### src/rtl/sram_ctrl_pkg.sv
package sram_ctrl_pkg;

    typedef enum logic [2:0] {
        ST_IDLE       = 3'd0,
        ST_READ_WAIT  = 3'd1,
        ST_TURNAROUND = 3'd2,
        ST_WR_SETUP   = 3'd3,
        ST_WR_PULSE   = 3'd4,
        ST_WR_HOLD    = 3'd5
    } seq_state_t;

    function automatic int max3(input int a, input int b, input int c);
        int m;
        m = (a > b) ? a : b;
        return (m > c) ? m : c;
    endfunction

endpackage

### src/rtl/sram_wait_cnt.sv
module sram_wait_cnt #(
    parameter int CNT_W = 4
) (
    input  logic             clk,
    input  logic             rst,
    input  logic             load,
    input  logic [CNT_W-1:0] load_val,
    output logic             expired
);
    logic [CNT_W-1:0] cnt_q;

    always_ff @(posedge clk) begin
        if (rst)
            cnt_q <= '0;
        else if (load)
            cnt_q <= load_val;
        else if (cnt_q != '0)
            cnt_q <= cnt_q - 1'b1;
    end

    assign expired = (cnt_q == '0);
endmodule

### src/rtl/sram_lane_sel.sv
module sram_lane_sel #(
    parameter int LANES = 2
) (
    input  logic             active,
    input  logic [LANES-1:0] mask,
    output logic [LANES-1:0] sel_n
);
    for (genvar i = 0; i < LANES; i++) begin : g_lane
        assign sel_n[i] = ~(active & mask[i]);
    end
endmodule

### src/rtl/sram_ctrl.sv
module sram_ctrl
    import sram_ctrl_pkg::*;
#(
    parameter int ADDR_W = 18,
    parameter int DATA_W = 16,
    parameter int RD_CYC = 2,
    parameter int WR_CYC = 2,
    parameter int TA_CYC = 1
) (
    input  logic              clk,
    input  logic              rst,
    input  logic              req_valid,
    input  logic              req_write,
    input  logic [ADDR_W-1:0] req_addr,
    input  logic [DATA_W-1:0] req_wdata,
    input  logic [DATA_W/8-1:0] req_mask,
    output logic              req_ready,
    output logic              rsp_valid,
    output logic [DATA_W-1:0] rsp_rdata,
    output logic [ADDR_W-1:0] mem_addr,
    output logic              mem_ce_n,
    output logic              mem_we_n,
    output logic              mem_oe_n,
    output logic              mem_lb_n,
    output logic              mem_ub_n,
    output logic [DATA_W-1:0] mem_dq_out,
    input  logic [DATA_W-1:0] mem_dq_in,
    output logic              mem_dq_oe
);
    localparam int LANES = DATA_W / 8;
    localparam int CNT_W = $clog2(max3(RD_CYC, WR_CYC, TA_CYC) + 1);
    localparam logic [CNT_W-1:0] RD_LOAD = CNT_W'(RD_CYC - 1);
    localparam logic [CNT_W-1:0] WR_LOAD = CNT_W'(WR_CYC - 1);
    localparam logic [CNT_W-1:0] TA_LOAD = CNT_W'(TA_CYC - 1);

    seq_state_t        state_q, state_d;
    logic [ADDR_W-1:0] addr_q;
    logic [DATA_W-1:0] wdata_q;
    logic [LANES-1:0]  mask_q;
    logic              rd_last_q;
    logic              rsp_valid_q;
    logic [DATA_W-1:0] rdata_q;
    logic              cnt_load;
    logic [CNT_W-1:0]  cnt_val;
    logic              cnt_done;
    logic              accept;
    logic              in_access;
    logic [LANES-1:0]  lane_n;

    assign accept = req_valid && (state_q == ST_IDLE);

    sram_wait_cnt #(.CNT_W(CNT_W)) u_wait (
        .clk      (clk),
        .rst      (rst),
        .load     (cnt_load),
        .load_val (cnt_val),
        .expired  (cnt_done)
    );

    always_comb begin
        state_d  = state_q;
        cnt_load = 1'b0;
        cnt_val  = '0;
        unique case (state_q)
            ST_IDLE: if (accept) begin
                cnt_load = 1'b1;
                if (!req_write) begin
                    state_d = ST_READ_WAIT;
                    cnt_val = RD_LOAD;
                end else if (rd_last_q) begin
                    state_d = ST_TURNAROUND;
                    cnt_val = TA_LOAD;
                end else begin
                    state_d = ST_WR_SETUP;
                end
            end
            ST_READ_WAIT:  if (cnt_done) state_d = ST_IDLE;
            ST_TURNAROUND: if (cnt_done) state_d = ST_WR_SETUP;
            ST_WR_SETUP: begin
                state_d  = ST_WR_PULSE;
                cnt_load = 1'b1;
                cnt_val  = WR_LOAD;
            end
            ST_WR_PULSE:   if (cnt_done) state_d = ST_WR_HOLD;
            ST_WR_HOLD:    state_d = ST_IDLE;
            default:       state_d = ST_IDLE;
        endcase
    end

    always_ff @(posedge clk) begin
        if (rst) begin
            state_q     <= ST_IDLE;
            addr_q      <= '0;
            wdata_q     <= '0;
            mask_q      <= '0;
            rd_last_q   <= 1'b0;
            rsp_valid_q <= 1'b0;
            rdata_q     <= '0;
        end else begin
            state_q     <= state_d;
            rsp_valid_q <= 1'b0;
            if (accept) begin
                addr_q  <= req_addr;
                wdata_q <= req_wdata;
                mask_q  <= req_mask;
            end
            if (state_q == ST_READ_WAIT && cnt_done) begin
                rdata_q     <= mem_dq_in;
                rsp_valid_q <= 1'b1;
                rd_last_q   <= 1'b1;
            end
            if (state_q == ST_WR_SETUP)
                rd_last_q <= 1'b0;
        end
    end

    assign in_access = (state_q == ST_READ_WAIT) || (state_q == ST_WR_SETUP) ||
                       (state_q == ST_WR_PULSE)  || (state_q == ST_WR_HOLD);

    sram_lane_sel #(.LANES(LANES)) u_lanes (
        .active (in_access),
        .mask   (mask_q),
        .sel_n  (lane_n)
    );

    assign req_ready  = (state_q == ST_IDLE);
    assign rsp_valid  = rsp_valid_q;
    assign rsp_rdata  = rdata_q;
    assign mem_addr   = addr_q;
    assign mem_ce_n   = !in_access;
    assign mem_oe_n   = (state_q != ST_READ_WAIT);
    assign mem_we_n   = (state_q != ST_WR_PULSE);
    assign mem_dq_oe  = (state_q == ST_WR_PULSE) || (state_q == ST_WR_HOLD);
    assign mem_dq_out = wdata_q;
    assign mem_lb_n   = lane_n[0];
    assign mem_ub_n   = lane_n[LANES-1];

    // never fight the memory's output drivers
    a_r5_no_drive_while_gated: assert property (@(posedge clk) disable iff (rst)
        mem_dq_oe |-> (mem_oe_n && !mem_ce_n));

    // drive begins only after the write strobe has gone low
    a_r5_drive_after_we_low: assert property (@(posedge clk) disable iff (rst)
        $rose(mem_dq_oe) |-> !mem_we_n);

    // data still driven when the write strobe rises
    a_r4_data_through_we_rise: assert property (@(posedge clk) disable iff (rst)
        ($rose(mem_we_n) && !mem_ce_n) |-> mem_dq_oe);

    // address and lane selects frozen across an access
    a_r9_addr_stable: assert property (@(posedge clk) disable iff (rst)
        (!mem_ce_n && !$past(mem_ce_n)) |-> ($stable(mem_addr) && $stable(mem_lb_n) && $stable(mem_ub_n)));

    // response pulse lasts one cycle
    a_r3_valid_single: assert property (@(posedge clk) disable iff (rst)
        rsp_valid |=> !rsp_valid);

    // an accepted request makes the controller busy next cycle
    a_r8_busy_after_accept: assert property (@(posedge clk) disable iff (rst)
        (req_valid && req_ready) |=> !req_ready);
endmodule

### config.mk
export PLATFORM = sky130hd
export DESIGN_NAME = sram_ctrl
export DESIGN_NICKNAME = d
export VERILOG_FILES = /design/src/rtl/sram_ctrl_pkg.sv /design/src/rtl/sram_wait_cnt.sv /design/src/rtl/sram_lane_sel.sv /design/src/rtl/sram_ctrl.sv
export SDC_FILE = /design/constraint.sdc
export NUM_CORES = 1
export LEC_CHECK = 0
export BUFFER_PORTS_ARGS = -buffer_cell sky130_fd_sc_hd__clkbuf_2
export CAP_MARGIN = 25
export CORE_MARGIN = 5
export CORE_UTILIZATION = 25
export CTS_CLUSTER_DIAMETER = 50
export DETAILED_ROUTE_END_ITERATION = 8
export HOLD_SLACK_MARGIN = 0.12
export SYNTH_ARGS = -nofsm -noshare
export SYNTH_HDL_FRONTEND = slang
export SYNTH_HIERARCHICAL = 1
export SYNTH_SLANG_ARGS = --single-unit
### constraint.sdc
create_clock -name clk -period 1.75 [get_ports clk]
set_input_delay 0.0875 -clock clk [delete_from_list [all_inputs] [get_ports clk]]
set_output_delay 0.0875 -clock clk [all_outputs]
set_load 0.005 [all_outputs]
==> results.cfg <==
[timing]
fin_crit_sh_pct = 89.7
slew_viol_final = 0
final.setup.tns_ns = 0
setup_viol = 0
finalHoldViolations = 0
fmax_ghz = 0.637
rsz0062_at_grt = false
min_period_ns = 1.57
clock_skew_ns = 0.00967

[power]
comb_power_share_pct = 31.7
p_switching_w = 0.00152
switching_share_pct = 31.7
clkPwrFrac_pct = 32.2
power_w = 0.00478
p_seq_share_pct = 36.2
peakVddDrop_uv = 573
leakagePower_nw = 1.66
power.internal_w = 0.00326
power.density_nw_per_um2 = 1280

[logic_synthesis]
syn_inst = 283
post_synth.cell_area_avg_um2 = 8.21
syn_nets = 340
async_flop_share_pct = 0
netlist_area_um2 = 2320
synth-warning-count = 6
ys_dominant_reg_cell = dfxtp_1
synth-seq-cells = 59
synth_edf_count = 0
synthDistinctLibCells = 30
ys_seq_area_share_pct = 50.9

[floorplanning]
num_rows = 35
die_y_um = 106
ios = 114
coreArea_um2 = 9150
dieArea_um2 = 11300
start_util_pct = 25.4
die_width_um = 106

[grt]
grt_overflow_total = 0
grt_pass1_vias = 2448
grt_max_degree = 37
grt_use_total_pct = 12.9
grt_pass1_wl_um = 11700
antenna_found_initial = 0

[finish]
register_area_um2 = 1180
final_nets = 505
instances_no_fill = 564
area_growth_pct = 61.1
antenna_cells = 0
nFillCells = 902
drive_gt1_share_pct = 31.3
multi_input_area_um2 = 973

[place]
port_buffers = 113
place_inst = 494
hpwlAfterDp_um = 4630
gp_congestion = 0.681

[clock_tree]
cts_buffers = 9
clkLatencyLatePin_ns = 0.33
clockBufferDepth = 2
cts_tree = built
post_cts_resized = 0
htree_levels = 3
clk_pin_slew_ns = 0.07
clock_sinks = 59
cts-root-buf = clkbuf_8

[route]
drtIter0Drc = 83
avgViaCountPerCell = 4.36
num_vias = 2457
post_drt_wl_per_cell_um = 12.7
dr.pass1.iters = 4
drc = 0
ant_nets = 0
routed_wl_um = 7180

[critical_path]
crit_slowest_cell = dfxtp_1
crit_type = flip-flop to output port
required_ns = 1.66
slowest_delay_ns = 0.33
critPathBufInv = 2
cp-start-kind = flip-flop
cpLargestDelayFamily = flip-flops
cp_max_fo = 16
cp-end-kind = output port
crit_arrival_ns = 1.48
cp_cell_sequence = buf_4 -> nor2_1 -> a21oi_1 -> nand2_1 -> clkbuf_2

[min_path]
hold_path.class = primary input to flip-flop

[run_status]
status = completed

[run]
maxCapViolations = 0
-- state kept, by name, summed over array words and instances, names as in the netlist --
name / cells
mask_q: 2
mem_addr: 18
mem_dq_out: 16
rd_last_q: 1
rsp_rdata: 16
rsp_valid: 1
state_q: 3
u_wait/cnt_q: 2
-- path summary, 6_finish.rpt --
kind / from / end / slack (ns) / depth (start not counted)
worst max-delay path: state_q[2]$_SDFFE_PP0P_ / mem_lb_n / 0.18 / 5
worst min-delay path: rst / mask_q[1]$_SDFFE_PP0P_ / 0.19 / 2
worst max register to register: u_wait/cnt_q[0]$_SDFFE_PP0P_ / state_q[0]$_SDFFE_PP0P_ / 0.19 / 5
worst min register to register: mem_addr[16]$_SDFFE_PP0P_ / mem_addr[16]$_SDFFE_PP0P_ / 0.45 / 2
-- cells by family (layout without fill, tap and decap cells) --
kind of cell	after synthesis	in the layout	share of synthesized area, %
and+or+nand+nor	131	131	25.1
xor gates and xnor gates	1	1	0.377
muxes	2	2	0.916
AOI/OAI and AO/OA	63	63	14.5
adders and majority gates	1	1	0.539
DFF	59	59	50.9
other	1	1	0.161
buffers and inverters	25	195	7.49
-- synth_stat cells, drive strengths merged (2+ instances only) --
library cell  number  area, um^2
a21oi             58         290
clkbuf             6        22.5
nor4b              3        41.3
nor2               3        11.3
a211oi             2        15.0
buf               16         140
nor2b              4        25.0
dfxtp             59        1180
inv                3        11.3
nand3b             3        22.5
nand2            110         413
nor4bb             2        20.0
-- power by group through the flow --
stage	Sequential (W)	Combinational [W]	Clock (W)
4_1_cts	0.00173	0.00152	0.00159
5_1_grt	0.00176	0.00170	0.00167
3_5_place_dp	0.00176	0.00142	0
3_3_place_gp	0.00175	0.00139	0
2_1_floorplan	0.00176	0.000960	0
6_report	0.00173	0.00151	0.00154
-- cell usage in the layout, fill, tap and decap left out, drive strengths merged, types with 2 or more instances in the layout --
master       count
bufinv           3
nand2          110
clkbuf         123
a21oi           58
nor4b            3
dlygate4sd3     54
clkinv           3
nor4bb           2
dfxtp           59
nor2b            4
buf              9
a211oi           2
inv              3
nand3b           3
nor2             3
-- layout make-up --
cell class / instances / share of cell area (%)
Clock buffer: 10 / 3.68
Clock inverter: 6 / 3.01
Inverter: 3 / 0.301
Multi-Input combinational cell: 199 / 26.0
Sequential cell: 59 / 31.6
Tap cell: 111 / 3.71
Timing Repair Buffer: 176 / 31.7
-- layer usage --
metal / vias to the layer above / GRT usage, % / part of all wire (%)
met4: 0 / 4.72 / 1.9
met2: 72 / 23.1 / 51
li1: 1253 / - / -
met3: 15 / 4.74 / 6.2
met1: 1117 / 13.9 / 40
met5: - / 0 / 0
-- metrics by stage --
step,hold WS (ns),instance area (um^2),utilization (%),setup slack [ns]
floorplan,0.189,2320,-,0.276
global placement,0.311,2950,32.2,0.262
detailed placement,0.318,2950,32.2,0.183
CTS,0.169,3740,40.9,0.133
global route,0.192,3740,40.9,0.0125
finish,0.194,3740,40.9,0.180
-- what timing repair did --
item	CTS	global route
buffers inserted	0	0
endpoints found under the hold margin	53	0
hold buffers	54	0
endpoints found under the setup margin	0	0
(Power assumes the default switching activity.)
